[src/rtl/nmru_pkg.sv]
package nmru_pkg;
  localparam int NUM_ENTRIES = 64;
  localparam int TAG_W       = 20;
  localparam int IDX_W       = $clog2(NUM_ENTRIES);

  // strobes from the control to the datapath
  typedef struct packed {
    logic             fillEn;
    logic [IDX_W-1:0] fillIdx;
  } storeCtrl_t;
endpackage

[src/rtl/nmru_tag_dp.sv]
module nmru_tag_dp
  import nmru_pkg::*;
(
  input  logic             clk,
  input  logic             rstN,
  input  logic [TAG_W-1:0] reqTag,
  input  storeCtrl_t       ctrl,
  output logic [NUM_ENTRIES-1:0] matchVec,
  output logic             hit,
  output logic [IDX_W-1:0] hitIdx,
  output logic             anyFree,
  output logic [IDX_W-1:0] firstFree
);
  logic [TAG_W-1:0]       tagMem [NUM_ENTRIES];
  logic [NUM_ENTRIES-1:0] validVec;

  // valid bits carry reset, tags do not
  always_ff @(posedge clk or negedge rstN) begin
    if (!rstN) begin
      validVec <= '0;
    end else if (ctrl.fillEn) begin
      validVec[ctrl.fillIdx] <= 1'b1;
    end
  end

  always_ff @(posedge clk) begin
    if (ctrl.fillEn) begin
      tagMem[ctrl.fillIdx] <= reqTag;
    end
  end

  // parallel compare, one comparator per entry
  for (genvar e = 0; e < NUM_ENTRIES; e++) begin : g_cmp
    assign matchVec[e] = validVec[e] && (tagMem[e] == reqTag);
  end

  assign hit = |matchVec;

  // one-hot to binary encode
  always_comb begin
    hitIdx = '0;
    for (int e = 0; e < NUM_ENTRIES; e++) begin
      if (matchVec[e]) hitIdx = hitIdx | IDX_W'(e);
    end
  end

  // lowest-numbered invalid entry
  assign anyFree = ~&validVec;
  always_comb begin
    firstFree = '0;
    for (int e = NUM_ENTRIES - 1; e >= 0; e--) begin
      if (!validVec[e]) firstFree = IDX_W'(e);
    end
  end
endmodule

[src/rtl/nmru_repl_ctrl.sv]
module nmru_repl_ctrl
  import nmru_pkg::*;
(
  input  logic             clk,
  input  logic             rstN,
  input  logic             reqValid,
  input  logic             hit,
  input  logic [IDX_W-1:0] hitIdx,
  input  logic             anyFree,
  input  logic [IDX_W-1:0] firstFree,
  output storeCtrl_t       ctrl,
  output logic [IDX_W-1:0] fillTarget,
  output logic [IDX_W-1:0] replPtr
);
  localparam logic [IDX_W-1:0] LAST_IDX = IDX_W'(NUM_ENTRIES - 1);

  logic [IDX_W-1:0] touchIdx;
  logic             ptrTouched;
  logic [IDX_W-1:0] ptrNext;

  assign fillTarget   = anyFree ? firstFree : replPtr;
  assign ctrl.fillEn  = reqValid && !hit;
  assign ctrl.fillIdx = fillTarget;

  assign touchIdx   = hit ? hitIdx : fillTarget;
  assign ptrTouched = reqValid && (touchIdx == replPtr);
  assign ptrNext    = (replPtr == LAST_IDX) ? '0 : replPtr + 1'b1;

  always_ff @(posedge clk or negedge rstN) begin
    if (!rstN) begin
      replPtr <= '0;
    end else if (ptrTouched) begin
      replPtr <= ptrNext;
    end
  end
endmodule

[src/rtl/nmru_tag_store.sv]
module nmru_tag_store
  import nmru_pkg::*;
(
  input  logic                   clk,
  input  logic                   rstN,
  input  logic                   reqValid,
  input  logic [TAG_W-1:0]       reqTag,
  output logic                   hit,
  output logic [IDX_W-1:0]       hitIdx,
  output logic [NUM_ENTRIES-1:0] matchVec,
  output logic [IDX_W-1:0]       fillIdx,
  output logic [IDX_W-1:0]       replPtr
);
  storeCtrl_t       ctrl;
  logic             anyFree;
  logic [IDX_W-1:0] firstFree;

  nmru_tag_dp u_dp (
    .clk       (clk),
    .rstN      (rstN),
    .reqTag    (reqTag),
    .ctrl      (ctrl),
    .matchVec  (matchVec),
    .hit       (hit),
    .hitIdx    (hitIdx),
    .anyFree   (anyFree),
    .firstFree (firstFree)
  );

  nmru_repl_ctrl u_ctrl (
    .clk        (clk),
    .rstN       (rstN),
    .reqValid   (reqValid),
    .hit        (hit),
    .hitIdx     (hitIdx),
    .anyFree    (anyFree),
    .firstFree  (firstFree),
    .ctrl       (ctrl),
    .fillTarget (fillIdx),
    .replPtr    (replPtr)
  );
endmodule

[config.mk]
export PLATFORM = sky130hd
export DESIGN_NAME = nmru_tag_store
export DESIGN_NICKNAME = d
export VERILOG_FILES = /design/src/rtl/nmru_pkg.sv /design/src/rtl/nmru_tag_dp.sv /design/src/rtl/nmru_repl_ctrl.sv /design/src/rtl/nmru_tag_store.sv
export SDC_FILE = /design/constraint.sdc
export NUM_CORES = 2
export LEC_CHECK = 0
export ABC_AREA = 1
export BUFFER_PORTS_ARGS = -buffer_cell sky130_fd_sc_hd__buf_2
export CORE_AREA = 2 2 457 323
export CTS_CLUSTER_DIAMETER = 40
export DETAILED_ROUTE_END_ITERATION = 8
export DIE_AREA = 0 0 459 325
export GPL_ROUTABILITY_DRIVEN = 0
export SYNTH_ARGS = -nofsm -noshare
export SYNTH_HDL_FRONTEND = slang
export SYNTH_SLANG_ARGS = --single-unit
[constraint.sdc]
create_clock -name clk -period 4.8 [get_ports clk]
set_input_delay 0.72 -clock clk [delete_from_list [all_inputs] [get_ports clk]]
set_output_delay 0.72 -clock clk [all_outputs]
set_load 0.01 [all_outputs]
==> run summary <==
The post-synthesis net count was 4409; the clock slew at the register clock pins of the worst setup and hold paths was 0.06 ns. Sequential cells account for 43.6% of the total power. The logs give 221000 um for the total wirelength of the detailed-routed design and 1350 for the number of clock sinks seen by CTS. The mean instance size in the synthesized netlist was 13.1 um2. The number of global-route vias before repair was 40200; the final setup violation count was 1355. For this design the top-level I/O count stands at 106. The H-tree was split into 4 levels. The worst pin sits at a relative slew slack of 26.5%.

The switching share of total power was 29.2%. The largest single stage delay on the critical path is 0.39 ns. The first global-routing pass estimated 304000 um of wire.

The maximum number of pins on one net before global-route repair is 39, and the slew at the pin closest to its max-slew limit is 1.07 ns. The most numerous cell on the critical path is nand2_1. For this design the total switching power over the nets is 9470 uW. At the worst endpoint, the required time is 4.08 ns. The tools report the part of the Yosys area used for sequential elements as 69.8%. On the critical path the largest part of the delay comes from simple AND/OR/NAND/NOR gates. Setup repair after global routing could not meet its margin everywhere. The internal portion of the total power is 22900 uW. Registers take 40200 um2. Power spread over the standard cell area amounts to 441 nW/um2.

The share of total power dissipated in combinational logic is 19.8%. The worst-case IR drop observed on VDD is 437 uV. Counting along the longest clock path gives a buffer depth of 3.

The final max-slew violation count was 0. The number of clock buffers inserted by TritonCTS is 150, and the overall die area is 149000 um2. The final-report hold violation count is 0, and the placed cell area is 67000 um2. Max-cap violations in this run came to 0. The iteration count of the initial detailed-routing pass is 8. Together, buffers and inverters on the worst path number 3.

Among all flip-flop cells after synthesis, the most frequent one is edfxtp_1. During synthesis, Yosys emitted a total of 0 warnings. The count of cell types in the netlist is 47, and the via count normalized by instance count is 6.04. Overall die width: 459 um. The average wire length per cell after detail routing is 30.6 um, and the area occupied by multi-input gates is 15800 um2. TritonCTS built the clock tree. Of all flip-flops after synthesis, the portion carrying an async set or reset was 5.19%.

Of the available clock period, the critical path in the final layout requires 125%. The run finished, with violations left. Counting the fill cells in the layout gives 12100. edfxtp_1 takes more of the synthesized area than any other cell. The detailed router put a total of 89100 um of wire on met1. The minimum clock period after layout came out at 6.01 ns. The overall die height works out to 325 um. The run gives -907.68 ns as the accumulated negative setup slack.

Sorting the synthesized cells by area gives the leading types as edfxtp_1, xor2_1, nand2_1, dfrtp_1, o21ai_0. The first routing iteration left 7704 violations. From synthesis to final layout, the design area changed by 27.6%. STA classifies the critical path startpoint as a flip-flop.

For this design, the slowest cell found on the critical path is dfrtp_1. Yosys mapped a number of flops with a built-in enable equal to 1280. In the layout the commonest cells are edfxtp_1, buf_4, nand2_1. Synthesis produced a netlist whose cell count is 4385. The worst setup path is of the flip-flop to output pin kind. The routed design uses 90800 um of met2 wire. The routed wire length on met3 is 32600 um, and the largest fanout on the critical path is 2.

The setup slack after layout is -1.21 ns, and the ratio of cells with drive above 1 in the final layout is 23.9%. Library cell used as clock root buffer: clkbuf_16. Flip-flop and latch count after synthesis: 1350. The clock arrives with 0.0367 ns of skew. The run gives 73400 um2 as the cell area after layout. In this run the tool buffered the top-level ports with 105 buffer cells. The detailed router used layers up to and including met5. The later pin in the worst-skew pair is clocked with a latency of 0.79 ns. The overall track demand over capacity in global routing came out at 28.6%. The class of the worst hold path is input pin to flip-flop.

The checks that failed: negative setup slack. The run gives 43600 as the total number of vias. The total overflow left after global routing is 0.

Utilization after layout: 50.8%. The mapped netlist covers 57600 um2. For the data arrival time of the critical path, the log shows 5.29 ns. For the final HPWL from detailed placement, the log shows 154000 um. The initial core utilization is 39.8%. The standby leakage power is 0.0266 uW, and the core area is 145000 um2. The tools report the number of remaining DRC errors as 0. The most common cell after layout, fill and taps aside is edfxtp_1. The net count of the finished layout is 5221. The number of antenna violations at the first check in global routing is 10, and the number of antenna diodes is 0. The completed layout was analyzed and its total power is 32400 uW.

The kind of end point of the critical path was an output pin. Once detail routing completed, the nets flagged for antenna violations numbered 0. The placement row count came out at 117.

The proportion of netlist area held by the largest area contributor is 66.8%, and the top achievable clock speed is 167 MHz. The clock network burns 36.7% of the power.
[stage by stage]
step	hold WS [ns]	worst slack [ns]	cells
final	0.297	-1.21	7227
after global routing	0.275	-1.68	7227
after CTS	0.255	-1.07	7184
after detailed placement	0.524	-0.638	6890
after global placement	0.524	-1.04	6890
after floorplan	0.424	-0.0751	4385
[flip-flops by register name, summed over array words and instances, names as in the netlist]
signal and flops:
u_dp.tagMem 1280, u_ctrl.replPtr 6, u_dp.validVec 64
[power groups by stage]
stage               Clock [uW]  Sequential [uW]  Combinational [uW]
finish                   11900            14100                6410
floorplan                    0            14200                2230
detailed placement           0            14300                5220
global route             12400            14200                6620
global placement             0            14300                5210
CTS                      12000            14100                5560
[cell usage after synthesis (all sizes together) (46+ instances only)]
cell type	instances
nor2	283
nor4	166
nand4	46
a221oi	145
a22o	74
xnor2	109
o21ai	328
buf	163
nand2	506
inv	195
edfxtp	1280
dfrtp	70
or2	46
a211oi	57
clkbuf	88
xor2	322
nand3	113
o22ai	241
[path summary, 6_finish.rpt]
kind                            depth (start not counted)  slack (ns)             endpoint              start
worst max-delay path                                   67       -1.21           fillIdx[0]  u_dp.validVec[63]
worst min-delay path                                    1        0.30   u_dp.tagMem[30][2]          reqTag[2]
worst max register to register                         73       -0.86  u_dp.tagMem[14][12]  u_dp.validVec[63]
worst min register to register                          1        0.54    u_dp.validVec[17]  u_dp.validVec[17]
max in group asynchronous                               3        3.36    u_dp.validVec[63]               rstN
min in group asynchronous                               2        0.36    u_dp.validVec[23]               rstN
[metal layers]
layer  up-vias  GRT usage (%)
li1      18200              -
met1     21600           41.9
met2      3328           40.0
met3       459           8.83
met4         2           10.2
met5         -              0
[cell type report]
type	count	share of cell area, %
sequential	1350	54.7
multi-input combinational	2582	21.6
clock buffer	188	5.55
inverter	202	1.09
tap	1904	3.24
clock inverter	90	1.34
timing repair buffer	911	12.5
[cell families (layout without fill, tap and decap cells)]
family	after synthesis	in the layout	share of synthesized area, %
AOI/OAI and AO/OA	949	949	10.8
xor gates and xnor gates	431	431	6.56
adders and majority gates	1	1	0.0217
buffers and inverters	453	1391	3.28
DFF	1350	1350	69.8
and+or+nand+nor	1201	1201	9.47
[repair_timing]
item,in CTS,in global routing
hold buffers,1,0
pin swaps,2,6
gates cloned,7,29
buffers inserted,8,14
endpoints found under the setup margin,1347,1357
resized for setup,50,53
hold endpoints to repair,7,0
Power figures use the tool's default switching activity.
